### src/rtl/clkSeqPkg.sv
package clkSeqPkg;

  typedef enum logic [1:0] {
    SRC_RC       = 2'd0,
    SRC_EXT      = 2'd1,
    SRC_XTAL     = 2'd2,
    SRC_XTAL_PLL = 2'd3
  } clkSrc_e;

  typedef enum logic [1:0] {
    PH_POR    = 2'd0,
    PH_PWRT   = 2'd1,
    PH_SETTLE = 2'd2,
    PH_RUN    = 2'd3
  } phase_e;

  typedef enum logic [1:0] {
    LIM_POR    = 2'd0,
    LIM_PWRT   = 2'd1,
    LIM_SETTLE = 2'd2
  } limSel_e;

  typedef struct packed {
    logic    cntClr;
    limSel_e limSel;
    logic    failSet;
  } seqStrobe_t;

endpackage

### src/rtl/clkSeqDatapath.sv
module clkSeqDatapath
  import clkSeqPkg::*;
#(
  parameter int PorCycles    = 16,
  parameter int PwrtCycles   = 64,
  parameter int SettleCycles = 20,
  parameter int OstCycles    = 32
) (
  input  logic       clk,
  input  logic       porReq,
  input  logic [1:0] cfgSrc,
  input  logic       oscActive,
  input  logic       pllLocked,
  input  logic       trapClr,
  input  seqStrobe_t strobe,
  output logic       phaseDone,
  output logic       clkReady,
  output logic       clkSel,
  output logic       trapFlag
);

  localparam int MaxLim = (PorCycles > PwrtCycles)
                          ? ((PorCycles > SettleCycles) ? PorCycles : SettleCycles)
                          : ((PwrtCycles > SettleCycles) ? PwrtCycles : SettleCycles);
  localparam int CntW = $clog2(MaxLim + 1);
  localparam int OstW = $clog2(OstCycles + 1);

  logic [CntW-1:0] phaseCnt;
  logic [CntW-1:0] limit;
  logic [OstW-1:0] ostCnt;
  logic            ostDone;

  // limit of the phase in progress, minus one
  always_comb begin
    unique case (strobe.limSel)
      LIM_PWRT:   limit = CntW'(PwrtCycles - 1);
      LIM_SETTLE: limit = CntW'(SettleCycles - 1);
      default:    limit = CntW'(PorCycles - 1);
    endcase
  end

  assign phaseDone = (phaseCnt == limit);

  always_ff @(posedge clk) begin
    if (strobe.cntClr) phaseCnt <= '0;
    else               phaseCnt <= phaseCnt + CntW'(1);
  end

  // oscillator start-up count: consecutive running samples, saturating
  always_ff @(posedge clk) begin
    if (porReq || !oscActive) ostCnt <= '0;
    else if (!ostDone)        ostCnt <= ostCnt + OstW'(1);
  end

  assign ostDone = (ostCnt == OstW'(OstCycles));

  always_comb begin
    unique case (clkSrc_e'(cfgSrc))
      SRC_RC:   clkReady = 1'b1;
      SRC_EXT:  clkReady = oscActive;
      SRC_XTAL: clkReady = ostDone;
      default:  clkReady = ostDone && pllLocked;
    endcase
  end

  // fallback onto the internal RC and the failure trap
  always_ff @(posedge clk) begin
    if (porReq) begin
      clkSel   <= 1'b0;
      trapFlag <= 1'b0;
    end else if (strobe.failSet) begin
      clkSel   <= 1'b1;
      trapFlag <= 1'b1;
    end else if (trapClr) begin
      trapFlag <= 1'b0;
    end
  end

endmodule

### src/rtl/clkSeqControl.sv
module clkSeqControl
  import clkSeqPkg::*;
(
  input  logic       clk,
  input  logic       porReq,
  input  logic [1:0] cfgSrc,
  input  logic       cfgTimerEn,
  input  logic       cfgMonEn,
  input  logic       phaseDone,
  input  logic       clkReady,
  input  logic       clkSel,
  output seqStrobe_t strobe,
  output logic       sysRstN,
  output logic       cpuRun
);

  phase_e phase, phaseNext;
  logic   needSettle;

  // the settling wait applies only to monitored crystal or PLL sources
  assign needSettle = cfgMonEn &&
                      ((clkSrc_e'(cfgSrc) == SRC_XTAL) || (clkSrc_e'(cfgSrc) == SRC_XTAL_PLL));

  always_comb begin
    phaseNext      = phase;
    strobe.cntClr  = 1'b0;
    strobe.limSel  = LIM_POR;
    strobe.failSet = 1'b0;
    unique case (phase)
      PH_POR: begin
        strobe.limSel = LIM_POR;
        if (phaseDone) begin
          strobe.cntClr = 1'b1;
          if (cfgTimerEn)      phaseNext = PH_PWRT;
          else if (needSettle) phaseNext = PH_SETTLE;
          else                 phaseNext = PH_RUN;
        end
      end
      PH_PWRT: begin
        strobe.limSel = LIM_PWRT;
        if (phaseDone) begin
          strobe.cntClr = 1'b1;
          phaseNext     = needSettle ? PH_SETTLE : PH_RUN;
        end
      end
      PH_SETTLE: begin
        strobe.limSel = LIM_SETTLE;
        if (phaseDone) begin
          strobe.cntClr = 1'b1;
          phaseNext     = PH_RUN;
        end
      end
      default: begin
        strobe.cntClr  = 1'b1;
        strobe.failSet = cfgMonEn && !clkReady && !clkSel;
      end
    endcase
    if (porReq) begin
      phaseNext      = PH_POR;
      strobe.cntClr  = 1'b1;
      strobe.failSet = 1'b0;
    end
  end

  always_ff @(posedge clk) begin
    phase <= phaseNext;
  end

  assign sysRstN = (phase == PH_SETTLE) || (phase == PH_RUN);
  assign cpuRun  = (phase == PH_RUN) && (clkSel || clkReady);

endmodule

### src/rtl/clkStartSeq.sv
module clkStartSeq
  import clkSeqPkg::*;
#(
  parameter int PorCycles    = 16,
  parameter int PwrtCycles   = 64,
  parameter int SettleCycles = 20,
  parameter int OstCycles    = 32
) (
  input  logic       clk,
  input  logic       porReq,
  input  logic [1:0] cfgSrc,
  input  logic       cfgTimerEn,
  input  logic       cfgMonEn,
  input  logic       oscActive,
  input  logic       pllLocked,
  input  logic       trapClr,
  output logic       sysRstN,
  output logic       clkSel,
  output logic       cpuRun,
  output logic       trapFlag
);

  seqStrobe_t strobe;
  logic       phaseDone;
  logic       clkReady;

  clkSeqControl u_ctrl (
    .clk        (clk),
    .porReq     (porReq),
    .cfgSrc     (cfgSrc),
    .cfgTimerEn (cfgTimerEn),
    .cfgMonEn   (cfgMonEn),
    .phaseDone  (phaseDone),
    .clkReady   (clkReady),
    .clkSel     (clkSel),
    .strobe     (strobe),
    .sysRstN    (sysRstN),
    .cpuRun     (cpuRun)
  );

  clkSeqDatapath #(
    .PorCycles    (PorCycles),
    .PwrtCycles   (PwrtCycles),
    .SettleCycles (SettleCycles),
    .OstCycles    (OstCycles)
  ) u_dp (
    .clk       (clk),
    .porReq    (porReq),
    .cfgSrc    (cfgSrc),
    .oscActive (oscActive),
    .pllLocked (pllLocked),
    .trapClr   (trapClr),
    .strobe    (strobe),
    .phaseDone (phaseDone),
    .clkReady  (clkReady),
    .clkSel    (clkSel),
    .trapFlag  (trapFlag)
  );

endmodule

### config.mk
export PLATFORM = sky130hd
export DESIGN_NAME = clkStartSeq
export DESIGN_NICKNAME = d
export VERILOG_FILES = /design/src/rtl/clkSeqPkg.sv /design/src/rtl/clkSeqDatapath.sv /design/src/rtl/clkSeqControl.sv /design/src/rtl/clkStartSeq.sv
export SDC_FILE = /design/constraint.sdc
export NUM_CORES = 1
export LEC_CHECK = 0
export ABC_AREA = 1
export BUFFER_PORTS_ARGS = -buffer_cell sky130_fd_sc_hd__buf_2
export CAP_MARGIN = 20
export CORE_MARGIN = 8
export CORE_UTILIZATION = 35
export DETAILED_ROUTE_END_ITERATION = 7
export GPL_TIMING_DRIVEN = 0
export PLACE_DENSITY_LB_ADDON = 0.05
export SYNTH_ARGS = -nofsm -noshare
export SYNTH_HDL_FRONTEND = slang
export SYNTH_SLANG_ARGS = --single-unit
### constraint.sdc
create_clock -name clk -period 2.3 [get_ports clk]
set_clock_uncertainty 0.2 [all_clocks]
set_input_delay 0.23 -clock clk [delete_from_list [all_inputs] [get_ports clk]]
set_output_delay 0.23 -clock clk [all_outputs]
set_load 0.01 [all_outputs]
==> metrics, run 1 <==
clk root buf clkbuf_4; CP bufs+invs 2; top cell type's share of synthesized area 0.3794; YS warnings 0; Core Util, Final 0.4241; CP cell instances inv_1 > ha_1 > nand4_1 > nand2_1 > o21ai_0 > a21oi_1 > buf_2; distinct cell type count after synthesis 17; clock sinks 17; 1st-iter DRT viols 27; final WL between 1500 and 2000 um; routability cong. between 0.7 and 0.8; Slew Limit Fails 0; xor/xnor share of the synthesized area 0.05858; worst-path fanout max 3; Yosys top cell by area dfxtp_1; status finished, final reports clean; drt pass-1 iters 4; top cells by area, synth dfxtp_1, ha_1, inv_1, nor2_1, nand2_1; Fmax achieved around 540 MHz; Hold Path Class input pin to register; total die area around 0.0044 mm^2; fin nets 159; Antenna diodes 0; slowest CP cell dfxtp_1; layout cells sized above 1 0.1338; Syn Std Cell Area ~900 um^2; register bit total from synthesis 17; CTS tree yes; pre-CTS worst setup slack about 0.57 ns; vias in the first global route just under 700; setup TNS 0 ns; first-pass GRT wire length between 2000 and 3000 um; placeable core area 0.002455 mm^2; antenna viol nets, final 0; DR DRC count 0; Overflow after GRT 0; Worst-path clk slew roughly 0.10 ns; syn_nets 140; # fillers between 200 and 300; H-Tree Depth 1; mux contribution to synthesized area 0; WL/cell about 11 um; dpl hpwl between 1000 and 1500 um; final hold violation count 0; area share of and/or/nand/nor cells after synthesis 0.2734; Setup crit end kind output port; most frequent cells in the layout inv_1, nor2_1, nand2_1, dfxtp_1, buf_2; Hold-fix buffers, CTS 2; # IOs 13; shortest period the worst path allows about 1.9 ns; P_leak between 0.0004 and 0.0005 uW; syn avg cell area just over 7 um^2; pin count of the biggest net entering global routing 10; initial core utilization 0.3654; Post-Synth Adder-Cell Area 0.09763; Die Width around 67 um; row count 18; # Post-CTS Setup Buffers 0; area of the multi-input gates between 400 and 500 um^2; initial antenna violation count 0; clock buffers created by TritonCTS 3; complex-gate fraction of the synthesized area 0.1032; post-synthesis sequential area ratio 0.3794; gate count of the mapped netlist around 120; drt via density 4.576; die height 66.63 um; worst path arrival time about 1.4 ns; Max IR drop VDD ~0.00054 V; number of max-cap violations 0; worst skew pair latency 0.29 ns; CP peak stage delay roughly 0.34 ns; data required time of the worst path roughly 1.9 ns; Max clock buf depth 2; Power Density about 780 mW/mm^2; Setup crit start kind register; Tcrit/Tclk final 0.8118; Resize count post-CTS 0; via count 787; WS Path Type register to output port; Setup WS post-layout roughly 0.43 ns; unrepaired setup endpoints after global routing no; Reg area between 300 and 400 um^2; final setup fails 0; slew margin rel. 0.8088; area growth from synthesis to layout 16.04%; Total GRT Usage 0.08419; Worst path top cell family by delay flip-flops; measured slew at the worst slew-check pin between 0.2 and 0.3 ns; largest family of logic cells by synthesized area simple AND/OR/NAND/NOR gates; Port Buffers 12
## worst min-delay path, cell delays in order
cell     delay, ns
buf_2         0.07
nand2_1       0.05
inv_1         0.05
nand3_1       0.07
nand2_1       0.05
nor2_1        0.03
## report_power, final
group | leakage (uW) | switching [uW] | total, uW | internal, uW
sequential | 0.000138 | 29.3 | 354 | 325
combinational | 0.000317 | 183 | 302 | 118
clock | 0.0000150 | 93.6 | 161 | 67.4
total | 0.000470 | 306 | 817 | 511
## cell families after synthesis
family | Yosys count
compound gates | 18
xor+xnor | 6
fa+ha+maj | 7
buf+inv | 21
flops | 17
simple gates | 55
## final timing paths
kind,start,end,slack (ns),depth (start not counted)
max reg2reg,u_ctrl.phase[0],u_ctrl.phase[0],0.56,10
min reg2reg,u_dp.phaseCnt[0],u_dp.phaseCnt[0],0.25,1
max,u_dp.ostCnt[0],cpuRun,0.43,7
min,cfgTimerEn,u_ctrl.phase[1],0.09,6
## layout make-up
| type | count | share of cell area |
|---|---|---|
| sequential | 17 | 0.3269 |
| timing repair buffer | 14 | 0.07692 |
| tap | 30 | 0.03606 |
| clock buffer | 4 | 0.02524 |
| multi-input combinational | 86 | 0.4591 |
| inverter | 21 | 0.07572 |
## sequential cells by signal, summed over array words and instances (netlist names)
register / count
u_dp.phaseCnt: 7
u_dp.ostCnt: 6
u_ctrl.phase: 2
u_dp.clkSel: 1
u_dp.trapFlag: 1
## Yosys cell counts, drive strengths merged
cell,number
o21ai,9
ha,7
nand4,1
xnor2,2
a22oi,1
nor3b,1
dfxtp,17
nand2,20
xor2,4
nor2,21
nand3,10
inv,21
a21oi,8
nor3,2
## per-layer routing
layer | part of all wire | up-vias | global-route usage
li1 | - | 425 | -
met1 | 0.47 | 346 | 0.09091
met2 | 0.45 | 14 | 0.1386
met3 | 0.067 | 2 | 0.04530
met4 | 0.010 | 0 | 0.02400
met5 | 0 | - | 0
## per-stage QoR
stage / area (um^2) / hold slack [ns] / cells / total power, uW
after global placement: 994.7 / 0.2284 / 166 / 658.7
after detailed placement: 994.7 / 0.2395 / 166 / 663.5
after CTS: 1041 / 0.08952 / 172 / 832.1
final: 1041 / 0.09276 / 172 / 816.5
after floorplan: 897.1 / 0.1304 / 124 / 591.2
after global routing: 1041 / 0.1162 / 172 / 894.2
(Power assumes the default switching activity.)
==> run 2, diff against run 1 <==
clock period = 1.7 ns   (was 2.3 ns; I/O delays follow)
==> run 2 against run 1 <==
Final cell count grew 1.7%. Routed wire length grew 2.0%. Hold slack lost 0.055 ns. Register-to-register slack lost 0.47 ns. Largest power group unchanged. Highest routed layer unchanged. First-iteration DRC count shrank 22%. Via count grew 1.9%. Utilization grew 2.9 points. Global-route usage grew 0.10 points. Critical path depth is the same.
==> metrics, run 2 (synthesized netlist as in run 1, its figures left out) <==
status finished, final reports clean; Tcrit/Tclk final 0.9947; max reg flops 7; row count 18; pin count of the biggest net entering global routing 10; die height ~67 um; first-pass GRT wire length 2932 um; pre-CTS worst setup slack -0.03303 ns; 1st-iter DRT viols 21; drt via density 4.583; hold path startpoint cfgTimerEn; CTS tree yes; Setup crit start kind register; antenna viol nets, final 0; Port Buffers 12; area growth from synthesis to layout 23.85%; Total GRT Usage 0.08519; Antenna diodes 0; CP bufs+invs 2; setup TNS 0 ns; most common cell after layout, fill and taps aside nor2_1; slowest CP cell dfxtp_2; layout cells sized above 1 0.2621; hold slack 0.03818 ns; largest register by flop count u_dp.phaseCnt; final WL 1847 um; worst skew pair latency approximately 0.29 ns; clock buffers created by TritonCTS 3; Post-Place Cells about 170; data required time of the worst path around 1.3 ns; Setup crit end kind output port; vias in the first global route 701; CP cell instances inv_2 > ha_4 > nand4_1 > nand2_1 > o21ai_2 > a21oi_1 > buf_2; unrepaired setup endpoints after global routing yes; clk root buf clkbuf_4; clock sinks 17; initial antenna violation count 0; total die area between 0.004 and 0.005 mm^2; Die Width ~67 um; fin nets 162; post-route insts no fill about 180; Largest regs u_dp.phaseCnt (7), u_dp.ostCnt (6), u_ctrl.phase (2); DR DRC count 0; Setup WS post-layout 0.009059 ns; Hold Path Class input pin to register; shortest period the worst path allows 1.691 ns; Post-DP Area ~990 um^2; Overflow after GRT 0; most frequent cells in the layout nor2_1, nand2_1, inv_1, buf_2, dfxtp_1; via count approximately 800; Critical Path Start u_dp.ostCnt[0]; Worst-path clk slew ~0.10 ns; Slew Limit Fails 0; P_leak just under 0.0005 uW; number of max-cap violations 0; Fmax achieved between 500 and 600 MHz; CP peak stage delay approximately 0.33 ns; routability cong. 0.7551; # IOs 13; final hold violation count 0; H-Tree Depth 1; worst-path fanout max 2; Max IR drop VDD 0.0007569 V; R2R Path Start u_ctrl.phase[1]; placeable core area around 0.0025 mm^2; slew margin rel. 0.8143; WS Path Type register to output port; final setup fails 0; worst path arrival time roughly 1.3 ns; drt pass-1 iters 4; Worst path top cell family by delay flip-flops; measured slew at the worst slew-check pin approximately 0.28 ns; initial core utilization 0.3654; dpl hpwl roughly 1400 um; Power Density 1070 mW/mm^2; final instance area around 0.0011 mm^2; WL/cell between 10 and 15 um; Max clock buf depth 2
==> run 2: changes by cell type in the layout (fill, tap and decap cells not counted), moves of 3 or more <==
cell	change
buf_4	+3
dfxtp_1	-5
dfxtp_2	+3
inv_1	-6
inv_2	+6
==> run 2: per-layer routing <==
| metal | vias up | track usage | part of all wire | wire [um] |
|---|---|---|---|---|
| met2 | 12 | 0.1422 | 0.46 | 851 |
| met5 | - | 0 | 0 | 0 |
| li1 | 430 | - | - | - |
| met3 | 2 | 0.04530 | 0.066 | 122 |
| met1 | 358 | 0.09082 | 0.46 | 854 |
| met4 | 0 | 0.02400 | 0.010 | 19 |
==> run 2: worst min-delay path: stages <==
cell     delay (ns)
buf_2          0.07
nand2_1        0.05
inv_1          0.06
nand3_2        0.07
nand2_1        0.05
nor2_1         0.03
==> run 2: power by group <==
group	switching (uW)	internal (uW)	total [uW]
combinational	281	194	475
clock	126	91.2	217
sequential	43.4	454	497
total	450	739	1190
==> run 2: final cells by class <==
cell class | instances | area [um^2]
Tap cell | 30 | 37.54
Timing Repair Buffer | 17 | 102.6
Clock buffer | 4 | 26.28
Inverter | 21 | 78.83
Sequential cell | 17 | 351.6
Multi-Input combinational cell | 86 | 514.2
Fill cell | 253 | 1344
==> run 2: final timing paths <==
| check | slack [ns] | cells after the start | endpoint |
|---|---|---|---|
| worst min-delay path | 0.04 | 6 | u_ctrl.phase[1] |
| worst min register to register | 0.25 | 1 | u_dp.phaseCnt[0] |
| worst max-delay path | 0.009 | 7 | cpuRun |
| worst max register to register | 0.09 | 11 | u_ctrl.phase[0] |
==> run 2: what timing repair did <==
| item | 4_1_cts | 5_1_grt |
|---|---|---|
| hold buffers | 2 | 0 |
| pin swaps | 2 | 4 |
| setup buffers | 2 | 1 |
| gates cloned | 0 | 0 |
| gates resized for setup | 6 | 14 |
| endpoints found under the setup margin | 10 | 11 |
| hold endpoints to repair | 2 | 0 |
==> run 2: through the flow <==
step / utilization / total power (uW)
floorplan: - / 799.8
global placement: 0.4052 / 891.1
detailed placement: 0.4052 / 897.7
CTS: 0.4322 / 1135
global route: 0.4526 / 1293
finish: 0.4526 / 1189
